$ cat src/rtl/dref_pkg.sv
package dref_pkg;
  typedef enum logic [1:0] {
    ST_IDLE  = 2'd0,
    ST_DRAIN = 2'd1,
    ST_REF   = 2'd2
  } ref_state_e;
endpackage

$ cat src/rtl/dref_tick.sv
module dref_tick #(
  parameter int unsigned INTERVAL_CYC = 1950
) (
  input  logic clk_i,
  input  logic rst_ni,
  output logic tick_o
);
  localparam int unsigned CNT_W = (INTERVAL_CYC > 2) ? $clog2(INTERVAL_CYC) : 1;
  localparam logic [CNT_W-1:0] RELOAD = CNT_W'(INTERVAL_CYC - 1);

  logic [CNT_W-1:0] cnt_q;

  assign tick_o = (cnt_q == '0);

  always_ff @(posedge clk_i or negedge rst_ni) begin
    if (!rst_ni)     cnt_q <= RELOAD;
    else if (tick_o) cnt_q <= RELOAD;
    else             cnt_q <= cnt_q - 1'b1;
  end

  // credit pulses are isolated when the period exceeds one cycle
  p_tick_single_r2: assert property (@(posedge clk_i) disable iff (!rst_ni)
    tick_o |=> !tick_o);
endmodule

$ cat src/rtl/dref_pend.sv
module dref_pend #(
  parameter int unsigned MAX_PEND = 8
) (
  input  logic clk_i,
  input  logic rst_ni,
  input  logic tick_i,
  input  logic take_i,
  output logic pend_nz_o,
  output logic force_o
);
  localparam int unsigned PW = $clog2(MAX_PEND + 1);
  localparam logic [PW-1:0] PMAX = PW'(MAX_PEND);

  logic [PW-1:0] pend_q, pend_d;

  always_comb begin
    pend_d = pend_q;
    unique case ({tick_i, take_i})
      2'b10:   if (pend_q != PMAX) pend_d = pend_q + 1'b1;
      2'b01:   pend_d = pend_q - 1'b1;
      default: pend_d = pend_q;
    endcase
  end

  always_ff @(posedge clk_i or negedge rst_ni) begin
    if (!rst_ni) pend_q <= '0;
    else         pend_q <= pend_d;
  end

  assign pend_nz_o = (pend_q != '0);
  assign force_o   = (pend_q == PMAX);

  p_no_overflow_r6: assert property (@(posedge clk_i) disable iff (!rst_ni)
    pend_q <= PMAX);
  p_take_credit_r10: assert property (@(posedge clk_i) disable iff (!rst_ni)
    take_i |-> pend_q != '0);
endmodule

$ cat src/rtl/dref_fsm.sv
module dref_fsm
  import dref_pkg::*;
#(
  parameter int unsigned BUSY_CYC = 80
) (
  input  logic clk_i,
  input  logic rst_ni,
  input  logic pend_nz_i,
  input  logic force_i,
  input  logic gnt_i,
  input  logic acc_busy_i,
  output logic req_o,
  output logic busy_o,
  output logic take_o,
  output logic done_o
);
  localparam int unsigned BW = (BUSY_CYC > 2) ? $clog2(BUSY_CYC) : 1;
  localparam logic [BW-1:0] BLOAD = BW'(BUSY_CYC - 1);

  ref_state_e st_q, st_d;
  logic [BW-1:0] bcnt_q;
  logic accept;

  assign req_o  = (st_q == ST_IDLE) && pend_nz_i;
  assign accept = req_o && (gnt_i || force_i);
  assign take_o = (accept && !acc_busy_i) || ((st_q == ST_DRAIN) && !acc_busy_i);
  assign done_o = (st_q == ST_REF) && (bcnt_q == '0);
  assign busy_o = (st_q == ST_REF);

  always_comb begin
    st_d = st_q;
    unique case (st_q)
      ST_IDLE:  if (accept) st_d = acc_busy_i ? ST_DRAIN : ST_REF;
      ST_DRAIN: if (!acc_busy_i) st_d = ST_REF;
      ST_REF:   if (bcnt_q == '0) st_d = ST_IDLE;
      default:  st_d = ST_IDLE;
    endcase
  end

  always_ff @(posedge clk_i or negedge rst_ni) begin
    if (!rst_ni) begin
      st_q   <= ST_IDLE;
      bcnt_q <= '0;
    end else begin
      st_q <= st_d;
      if (take_o)              bcnt_q <= BLOAD;
      else if (st_q == ST_REF) bcnt_q <= bcnt_q - 1'b1;
    end
  end

  p_start_idle_r4: assert property (@(posedge clk_i) disable iff (!rst_ni)
    $rose(busy_o) |-> !$past(acc_busy_i));
  p_hold_window_r5: assert property (@(posedge clk_i) disable iff (!rst_ni)
    (st_q == ST_REF && bcnt_q != '0) |=> st_q == ST_REF);
  p_drain_stay_r4: assert property (@(posedge clk_i) disable iff (!rst_ni)
    (st_q == ST_DRAIN && acc_busy_i) |=> st_q == ST_DRAIN);
endmodule

$ cat src/rtl/dref_rowptr.sv
module dref_rowptr #(
  parameter int unsigned NUM_GROUPS = 8192
) (
  input  logic                          clk_i,
  input  logic                          rst_ni,
  input  logic                          adv_i,
  output logic [$clog2(NUM_GROUPS)-1:0] grp_o,
  output logic                          wrap_o
);
  localparam int unsigned GW = $clog2(NUM_GROUPS);
  localparam logic [GW-1:0] LAST = GW'(NUM_GROUPS - 1);

  logic [GW-1:0] grp_q, grp_inc;
  logic wrap_q;

  generate
    if ((1 << GW) == NUM_GROUPS) begin : g_pow2
      assign grp_inc = grp_q + 1'b1;
    end else begin : g_mod
      assign grp_inc = (grp_q == LAST) ? '0 : grp_q + 1'b1;
    end
  endgenerate

  always_ff @(posedge clk_i or negedge rst_ni) begin
    if (!rst_ni) begin
      grp_q  <= '0;
      wrap_q <= 1'b0;
    end else begin
      wrap_q <= adv_i && (grp_q == LAST);
      if (adv_i) grp_q <= grp_inc;
    end
  end

  assign grp_o  = grp_q;
  assign wrap_o = wrap_q;

  p_in_range_r8: assert property (@(posedge clk_i) disable iff (!rst_ni)
    grp_q <= LAST);
endmodule

$ cat src/rtl/dram_ref_sched.sv
module dram_ref_sched #(
  parameter int unsigned INTERVAL_CYC = 1950,
  parameter int unsigned BUSY_CYC     = 80,
  parameter int unsigned MAX_PEND     = 8,
  parameter int unsigned NUM_GROUPS   = 8192
) (
  input  logic                          clk_i,
  input  logic                          rst_ni,
  input  logic                          acc_busy_i,
  input  logic                          ref_gnt_i,
  output logic                          ref_req_o,
  output logic                          ref_force_o,
  output logic                          rank_busy_o,
  output logic [$clog2(NUM_GROUPS)-1:0] row_grp_o,
  output logic                          window_done_o
);
  logic tick, take, done, pend_nz;

  dref_tick #(.INTERVAL_CYC(INTERVAL_CYC)) u_tick (
    .clk_i(clk_i), .rst_ni(rst_ni), .tick_o(tick)
  );

  dref_pend #(.MAX_PEND(MAX_PEND)) u_pend (
    .clk_i(clk_i), .rst_ni(rst_ni), .tick_i(tick), .take_i(take),
    .pend_nz_o(pend_nz), .force_o(ref_force_o)
  );

  dref_fsm #(.BUSY_CYC(BUSY_CYC)) u_fsm (
    .clk_i(clk_i), .rst_ni(rst_ni), .pend_nz_i(pend_nz), .force_i(ref_force_o),
    .gnt_i(ref_gnt_i), .acc_busy_i(acc_busy_i), .req_o(ref_req_o),
    .busy_o(rank_busy_o), .take_o(take), .done_o(done)
  );

  dref_rowptr #(.NUM_GROUPS(NUM_GROUPS)) u_row (
    .clk_i(clk_i), .rst_ni(rst_ni), .adv_i(done),
    .grp_o(row_grp_o), .wrap_o(window_done_o)
  );

  p_req_not_busy_r3: assert property (@(posedge clk_i) disable iff (!rst_ni)
    rank_busy_o |-> !ref_req_o);
  p_grp_on_fall_r8: assert property (@(posedge clk_i) disable iff (!rst_ni)
    (row_grp_o != $past(row_grp_o)) |-> $fell(rank_busy_o));
  p_wrap_zero_r8: assert property (@(posedge clk_i) disable iff (!rst_ni)
    window_done_o |-> row_grp_o == '0);
endmodule

$ cat config.mk
export PLATFORM = sky130hd
export DESIGN_NAME = dram_ref_sched
export DESIGN_NICKNAME = d
export VERILOG_FILES = /design/src/rtl/dref_pkg.sv /design/src/rtl/dref_tick.sv /design/src/rtl/dref_pend.sv /design/src/rtl/dref_fsm.sv /design/src/rtl/dref_rowptr.sv /design/src/rtl/dram_ref_sched.sv
export SDC_FILE = /design/constraint.sdc
export NUM_CORES = 1
export LEC_CHECK = 0
export ABC_CLOCK_PERIOD_IN_PS = 4000
export BUFFER_PORTS_ARGS = -buffer_cell sky130_fd_sc_hd__buf_2
export CORE_MARGIN = 10
export CORE_UTILIZATION = 40
export CTS_CLUSTER_SIZE = 30
export DETAILED_ROUTE_END_ITERATION = 12
export PLACE_DENSITY = 0.59
export SLEW_MARGIN = 20
export SYNTH_ARGS = -nofsm -noshare
export SYNTH_HDL_FRONTEND = slang
export SYNTH_SLANG_ARGS = --single-unit
$ cat constraint.sdc
create_clock -name clk_i -period 4 [get_ports clk_i]
set_input_delay 0.4 -clock clk_i [delete_from_list [all_inputs] [get_ports clk_i]]
set_output_delay 0.4 -clock clk_i [all_outputs]
set_load 0.02 [all_outputs]
* Word-level counts from Yosys, hierarchy flattened
Index checks and enable logic that the tools add are counted.
** Storage, ports and cells
- Memory bits (read-only) :: 0
- Output and inout bits :: 17
- Bits of input ports :: 4
- Register bits :: 38
- Memories kept :: 0
- Bits in latches :: 0
- Memory bits (writable) :: 0
** Cells by class
- Muxes and demuxes :: 10
- Magnitude comparators :: 0
- Eq/ne operators :: 11
- Div/mod/pow operators :: 0
- Add/subtract/negate cells :: 5
- Bitwise gates (word level) :: 0
- Reduce and logical (&&, ||, !) cells :: 17
- Multipliers :: 0
- Shift-type cells :: 0
** Operators by type and width (number)
- two-way mux 7 bit :: 2
- adder 13 x 1 -> 13 bit, second input constant :: 1
- equality test 13 bit, second input constant :: 1
- logical NOT 11 bit :: 1
- two-way mux 11 bit :: 1
- subtractor 11 x 1 -> 11 bit, second input constant :: 1
- two-way mux 2 bit :: 4
- case mux 4 bit (2 select lines) :: 1
- logical NOT 7 bit :: 1
- subtractor 7 x 1 -> 7 bit, second input constant :: 1
- logical AND 1 bit :: 6
- != test 2 x 1 -> 1 bit, second input constant :: 3
- case mux 2 bit (3 select lines) :: 1
- adder 4 x 1 -> 4 bit, second input constant :: 1
- equality test 2 x 1 -> 1 bit, second input constant :: 2
- equality test 2 bit, second input constant :: 2
- equality test 4 bit, second input constant :: 1
- two-way mux 4 bit :: 1
- != test 4 bit, second input constant :: 1
- nonzero test 2 bit :: 2
- nonzero test 4 bit :: 1
- subtractor 4 x 1 -> 4 bit, second input constant :: 1
- AND reduction 3 bit :: 1
- logical NOT 2 bit :: 1
- 4 further kinds :: 5

* Logic depth before layout (Yosys ltp)
Gate-level depths: netlist of the first run.
- Depth after elaboration :: 8
- Mapped depth :: 10
- Depth with buffers taken out :: 10

* Modules after synthesis
A second synthesis of the first run with hierarchy kept.
** Second synthesis, totals
- Cells, all modules :: 189
- Area total of the unflattened synthesis :: 2016.9 um^2
** Modules (own cells, without submodules)
- dref_rowptr :: area an instance 625.6 um^2, seq. area each 350.3 um^2, cells each 49, instances 1
- dref_tick :: area an instance 600.6 um^2, seq. area each 285.3 um^2, cells each 57, instances 1
- dref_fsm :: area an instance 476.7 um^2, seq. area each 225.2 um^2, cells each 48, instances 1
- dref_pend :: area an instance 314.1 um^2, seq. area each 100.1 um^2, cells each 35, instances 1

* Worst setup path before layout of the first run
No wires, ideal clock.
- Path kind :: register to register
- From :: register u_pend.pend_q[2]
- To :: register u_pend.pend_q[1]
- Buffers on the path :: 0
- Data required time :: 3875 ps
- Period minus slack after synthesis :: 2154 ps
- Cell stages (with the launch flop) :: 7
- Path slack :: 1846 ps
- Arrival :: 2028 ps
- Cells stage by stage :: dfrtp_1 > nor4b_4 > o31a_1 > nand2_1 > xnor2_1 > ha_1 > mux2_4
** Between the ends
- Elaborated cells on any way between the ends :: 14
- Classes of those cells :: eq/ne (5); mux (1); reduce/logical (8)
** RTL lines
- start: declaration :: RTL line dref_pend.sv:14 : logic [PW-1:0] pend_q, pend_d;
- start signal: assignment :: RTL line dref_pend.sv:27 : else pend_q <= pend_d;
- equality test 4 bit * :: RTL line dref_pend.sv:31 : assign force_o = (pend_q == PMAX);
- via ref_force_o :: RTL line dram_ref_sched.sv:12 : output logic ref_force_o,
- logical OR 1 bit * :: RTL line dref_fsm.sv:25 : assign accept = req_o && (gnt_i || force_i);
- logical AND 1 bit * :: RTL line dref_fsm.sv:25
- logical AND 1 bit * :: RTL line dref_fsm.sv:26 : assign take_o = (accept && !acc_busy_i) || ((st_q == ST_DRAIN) && !acc_busy_i);
- logical OR 1 bit * :: RTL line dref_fsm.sv:26
- equality test 2 x 1 -> 1 bit / equality test 2 bit (equally long branches) :: RTL line dref_pend.sv:18 : unique case ({tick_i, take_i})
- case mux 4 bit (2 select lines) * :: RTL line dref_pend.sv:18
- via u_pend.pend_d[1] :: RTL line dref_pend.sv:14
Mark *: on every way through the listed nets, which the timed path passes. The rest lies on a longest branch.
A chain may end at the register's enable or synchronous reset.

* Worst setup path after layout of the first run
- From :: register u_pend.pend_q[0]
- To :: register u_pend.pend_q[2]
** Between the ends
- Word-level cells in the longest chain between the ends :: 8
- Elaborated cells on any way between the ends :: 17
- Classes of those cells :: add/sub (2); eq/ne (5); mux (2); reduce/logical (8)
** RTL lines (RTL line)
- equality test 4 bit / nonzero test 4 bit (equally long branches) :: dref_pend.sv:31, dref_pend.sv:30
- logical OR 1 bit / logical AND 1 bit (equally long branches) :: dref_fsm.sv:25, dref_fsm.sv:24
- logical AND 1 bit :: dref_fsm.sv:25
- logical AND 1 bit :: dref_fsm.sv:26
- logical OR 1 bit :: dref_fsm.sv:26
- equality test 2 bit / equality test 2 x 1 -> 1 bit (equally long branches) :: dref_pend.sv:18
- != test 2 x 1 -> 1 bit (no line) / nonzero test 2 bit (equally long branches)
- AND reduction 2 bit (no line)
Several ways; a longest one is shown, not always the timed one. The select of a mux whose other input is x is not followed.

==> results of run 1 <==
## registers in the layout, summed over array words and instances (netlist names)
| register | count |
|---|---|
| u_row.wrap_o | 1 |
| u_fsm.bcnt_q | 7 |
| u_row.grp_o | 13 |
| u_fsm.st_q | 2 |
| u_pend.pend_q | 4 |
| u_tick.cnt_q | 11 |
## stage by stage
stage	power [mW]	utilization	hold slack, ps
after CTS	0.6713	0.4739	239.2
after detailed placement	0.4018	0.4532	449.4
after global routing	0.6914	0.4739	274.4
after global placement	0.4016	0.4532	442.2
after floorplan	0.3926	-	104.4
final	0.6606	0.4739	212.4
## worst max path at each step
| stage | cells after the start | to | startpoint | slack [ps] |
|---|---|---|---|---|
| final | 8 | u_pend.pend_q[2] | u_pend.pend_q[0] | 1760 |
| after global routing | 8 | u_pend.pend_q[2] | u_pend.pend_q[0] | 1590 |
| after CTS | 8 | u_pend.pend_q[2] | u_pend.pend_q[0] | 1740 |
| after detailed placement | 10 | u_pend.pend_q[2] | u_tick.cnt_q[1] | 1760 |
| after global placement | 10 | u_pend.pend_q[2] | u_tick.cnt_q[1] | 1880 |
| after floorplan | 6 | u_pend.pend_q[1] | u_pend.pend_q[2] | 1850 |
## area by class of cell
| class | count | area share |
|---|---|---|
| timing repair buffer | 20 | 0.04785 |
| clock inverter | 1 | 0.002392 |
| sequential | 38 | 0.4593 |
| clock buffer | 7 | 0.04127 |
| tap | 52 | 0.03110 |
| multi-input combinational | 116 | 0.4037 |
| inverter | 8 | 0.01435 |
## cell usage in the layout (no fill, tap or decap), types with 2 or more instances in the layout
master,count
xor2_1,13
dfstp_2,8
inv_1,8
nand2b_1,2
a21oi_1,2
or3_1,2
or4_1,2
nand2_1,14
o31a_1,2
nand3_1,7
and3_1,4
nor2_1,17
dfrtp_1,30
nor3_1,3
xnor2_1,15
buf_2,20
ha_1,5
nand4_1,5
clkbuf_8,6
o31ai_1,2
## cell usage after synthesis, types with 2 or more instances
master and instances:
xnor2_1 15, nor2_1 17, and3_1 4, or3_1 2, nand2_1 14, inv_1 8
xor2_1 13, o31a_1 2, nor3_1 3, nand3_1 7, or4_1 2, nand2b_1 2
nand4_1 5, ha_1 5, o31ai_1 2, dfstp_2 8, dfrtp_1 30, a21oi_1 2
## report_power, final
group	internal [mW]	switching, mW	total, mW
Clock	0.139	0.128	0.267
Sequential	0.384	0	0.384
Combinational	0.00142	0.00806	0.00949
Total	0.525	0.136	0.661
## cell families (layout without fill, tap and decap cells)
logic type | after synthesis | count (layout) | share of synthesized area
compound gates | 12 | 12 | 0.05510
fa+ha+maj | 5 | 5 | 0.03401
flops | 38 | 38 | 0.5224
buf+inv | 9 | 36 | 0.01837
mux | 2 | 2 | 0.01428
simple gates | 69 | 69 | 0.2224
xor+xnor | 28 | 28 | 0.1333
## layer usage
| metal | vias to the layer above | wire [um] | part of all wire |
|---|---|---|---|
| met1 | 604 | 1547 | 0.45 |
| met2 | 14 | 1680 | 0.49 |
| met3 | 5 | 157 | 0.046 |
| met5 | - | 0 | 0 |
| li1 | 611 | - | - |
| met4 | 0 | 37 | 0.011 |
## critical path, cell delays in order (launching register included)
cell and delay (ps):
dfrtp_1 470, nor4b_4 480, o31a_1 300, nand2_1 140, xnor2_1 150, ha_1 200, nor2_1 60, a22oi_1 230
xnor2_1 140
==> impl_metrics.yaml, run 1 <==
cts:
  cts_buffers: 5
  cts_root_buf: "clkbuf_8"
  cts_hold_buffers: 0
  ctsHtreeMaxLevel: 2
  clk_latency_ps: 290
  clkTransAtPathRegs_ps: 70
  cts_tree: "done"
  cts_resized: 0
  cts_max_path_buffers: 2
  cts.sinks: 38
  postCtsSetupBuffers: 0
routing:
  drc: 0
  routed_wl_um: 3422
  vias: 1234
  drt-wirelength-per-cell_um: 14.14
  avgViaCountPerCell: 5.099
  first_pass_iters: 4
  drt_iter0_drc: 84
  drtAntennaViolNets: 0
synthesis:
  mappedNetlistArea_mm2: 0.001839
  synth-edff-count: 0
  synth.avg_cell_area_um2: 11.28
  yosys.area.top_type: "dfrtp_1"
  synth-seq-cells: 38
  synth-seq-area-share: 0.5224
  yosysWarnings: 0
  synth.distinct_cells: 40
  synthesis.nets: 172
  synth_top_area_frac: 0.4082
  netlist_instances: 163
  postSynth.asyncResetShare: 1.000
  synth_ff_type: "dfrtp_1"
  synthTopCellsByArea: "dfrtp_1, dfstp_2, xnor2_1, xor2_1, nor2_1"
power_and_ir_drop:
  powerDensity_mw_per_mm2: 315.8
  worst_ir_drop_vdd_mv: 0.1823
  p_leak_nw: 0.9915
placed_design:
  place.gp.congestion: 0.8613
  place_ws_ps: 1762
  place_hpwl_um: 2573
  portBuffers: 20
  place_area_mm2: 0.002001
  placedCellCount: 234
min_path:
  hp-class: "input pin to asynchronous set/reset pin"
floorplanning:
  rows: 24
  ios: 21
  core_mm2: 0.004414
  dieWidth_um: 87.81
  die_h_um: 87.81
  die_area_mm2: 0.007711
  start_util: 0.4167
timing:
  setup_viol: 0
  fmax_mhz: 445.6
  timing_hold_violations_final: 0
  period_share: 0.5610
  rsz0062_at_grt: "no"
  worst_pin_slew_ps: 819.0
  drv_slew: 0
  relSlewSlack: 0.4540
  finalCriticalPeriod_ps: 2244
  finalSetupTns_ps: 0
  layout_setup_ws_ps: 1756
  fin_skew_ps: 8.405
cells_and_area:
  nets: 198
  stdcell_count: 242
  layout-drive-gt1-share: 0.2526
  insertedDiodeCount: 0
  final_cell_area_mm2: 0.002092
  fillCellCount: 421
  layout-area-overhead-vs-synth_pct: 13.74
  ff_latch_area_um2: 960.9
  multiInputGateArea_um2: 844.6
flow_run:
  cap_viol_max_count: 0
global_route:
  met2_usage: 0.1594
  grt_start_max_net_pins: 39
  grt_pass1_wl_um: 6072
  grt_antenna_before_repair: 0
  use_met3: 0.03993
  grt_use_total: 0.09809
  overflow: 0
  grt_pass1_vias: 1296
  use_met1: 0.1140
  grt.busiest_layer: "met2"
critical_path:
  arrival_ps: 2450
  worstPathMaxFanout: 6
  r2r_end: "u_pend.pend_q[2]"
  critPathKind: "flip-flop to flip-flop"
  r2r_cells: 8
  critical_path.startpoint_type: "flip-flop"
  cp_data_required_time_ps: 4210
  cp-end-kind: "flip-flop"
  r2r-start: "u_pend.pend_q[0]"
  r2r_slack_ps: 1760
status:
  status: "finished, final reports clean"
(Power assumes the default switching activity.)
==> inputs of run 2 (changes only) <==
ABC_CLOCK_PERIOD_IN_PS = 2000   (was 4000)
PLACE_DENSITY = 0.61   (was 0.59)
clock period = 2 ns   (was 4 ns; I/O delays follow)
==> impl_metrics.yaml, run 2 (synthesis gave the netlist of run 1 again) <==
cells_and_area:
  final_cell_area_mm2: 0.002277
  layout_commonest_cell: "dfrtp_1"
  layout-area-overhead-vs-synth_pct: 23.81
  nets: 214
  stdcell_count: 258
  layout-drive-gt1-share: 0.3495
  insertedDiodeCount: 0
  largest_register_ffs: 13
  postLayoutCoreUtil: 0.5159
  mostFrequentLayoutCells: "dfrtp_1, buf_2, nor2_1"
global_route:
  grt_pass1_vias: 1390
  grt_start_max_net_pins: 39
  overflow: 0
  grt_pass1_wl_um: 6527
  grt_antenna_before_repair: 0
  grt_use_total: 0.1070
cts:
  cts.sinks: 38
  cts_hold_buffers: 0
  clkTransAtPathRegs_ps: 80
  cts_tree: "done"
  ctsHtreeMaxLevel: 2
  cts_root_buf: "clkbuf_8"
  cts_buffers: 5
  clk_latency_ps: 290
  cts_max_path_buffers: 2
timing:
  timing_hold_violations_final: 0
  finalCriticalPeriod_ps: 2052
  drv_slew: 0
  worst_pin_slew_ps: 835.4
  rsz0062_at_grt: "yes"
  finalSetupTns_ps: -92.18
  period_share: 1.026
  fmax_mhz: 487.3
  fin_skew_ps: 7.540
  setup_viol: 2
  relSlewSlack: 0.4431
  layout_setup_ws_ps: -52.16
floorplanning:
  rows: 24
  ios: 21
  die_area_mm2: 0.007711
  core_mm2: 0.004414
  die_h_um: 87.81
  dieWidth_um: 87.81
  start_util: 0.4167
routing:
  routed_wl_um: 3891
  drtAntennaViolNets: 0
  vias: 1332
  drt_iter0_drc: 47
  drt-wirelength-per-cell_um: 15.08
  first_pass_iters: 4
  avgViaCountPerCell: 5.163
  drc: 0
flow_run:
  cap_viol_max_count: 0
placed_design:
  place_hpwl_um: 2744
  place_ws_ps: -62.03
  place.gp.congestion: 0.8620
  portBuffers: 20
  place_area_mm2: 0.002083
  placedCellCount: 245
critical_path:
  slowest_delay_ps: 380
  cp-end-kind: "flip-flop"
  r2r-start: "u_tick.cnt_q[1]"
  arrival_ps: 2270
  r2r_end: "u_pend.pend_q[2]"
  worstPathMaxFanout: 3
  critPathKind: "flip-flop to flip-flop"
  cp_slowest_cell: "dfrtp_1"
  r2r_cells: 10
  critical_path.startpoint_type: "flip-flop"
  path_cells: "inv_1 -> ha_2 -> or3b_4 -> nand4b_4 -> nand2_4 -> xnor2_4 -> ha_4 -> buf_6 -> a22oi_2 -> xnor2_1"
  r2r_slack_ps: -50
  cp_data_required_time_ps: 2220
status:
  failed_checks: "setup timing"
  status: "finished with violations"
min_path:
  hp-class: "input pin to asynchronous set/reset pin"
power_and_ir_drop:
  powerDensity_mw_per_mm2: 584.4
  p_leak_nw: 1.074
  worst_ir_drop_vdd_mv: 0.4825
[run 2: changes by cell type in the layout (fill, tap and decap cells not counted), sizes merged]
cell	change
buf	+16
[run 2: layout make-up]
| cell class | instances | area (um2) |
|---|---|---|
| Fill cell | 407 | 2137 |
| Sequential cell | 38 | 960.9 |
| Inverter | 8 | 30.03 |
| Timing Repair Buffer | 36 | 224.0 |
| Multi-Input combinational cell | 116 | 905.9 |
| Clock buffer | 7 | 86.33 |
| Clock inverter | 1 | 5.005 |
| Tap cell | 52 | 65.06 |
[run 2: timing repair]
| action | in CTS | in global routing |
|---|---|---|
| hold endpoints to repair | 0 | 0 |
| setup endpoints to repair | 2 | 3 |
| gates resized for setup | 6 | 7 |
| pin swaps | 4 | 5 |
| buffers inserted | 3 | 2 |
[run 2: critical path, delay by kind of cell, from the launching register on]
kind            cells  cell delay, ps
compound gates      1             150
xor+xnor            2             210
fa+ha+maj           2             340
buf+inv             2             170
flops               1             380
simple gates        3             720
[run 2: how the worst max path moves through the flow]
stage / from / cells past startpoint / slack (ps) / endpoint
after floorplan: u_pend.pend_q[2] / 6 / -150 / u_pend.pend_q[1]
after global placement: u_tick.cnt_q[1] / 10 / 40 / u_pend.pend_q[2]
after detailed placement: u_tick.cnt_q[1] / 10 / -60 / u_pend.pend_q[2]
after CTS: u_tick.cnt_q[1] / 8 / -40 / u_pend.pend_q[1]
after global routing: u_tick.cnt_q[1] / 10 / -140 / u_pend.pend_q[2]
final: u_tick.cnt_q[1] / 10 / -50 / u_pend.pend_q[2]
[run 2: report_power, final]
| group | total, mW | internal, mW | switching (mW) |
|---|---|---|---|
| logic | 0.0210 | 0.00407 | 0.0169 |
| registers | 0.769 | 0.769 | 0 |
| clock network | 0.541 | 0.278 | 0.263 |
| total | 1.33 | 1.05 | 0.280 |
[run 2: stage by stage]
step | hold WS, ps | power [mW]
after floorplan | -95.59 | 0.7852
after global placement | 340.4 | 0.8045
after detailed placement | 353.0 | 0.8053
after CTS | 37.77 | 1.346
after global routing | 70.85 | 1.380
final | 13.19 | 1.331
[run 2: metal layers]
| layer | global-route usage | vias up | share of wire |
|---|---|---|---|
| li1 | - | 641 | - |
| met1 | 0.1162 | 661 | 0.42 |
| met2 | 0.1872 | 24 | 0.53 |
| met3 | 0.02971 | 6 | 0.038 |
| met4 | 0.05217 | 0 | 0.014 |
| met5 | 0 | - | 0 |
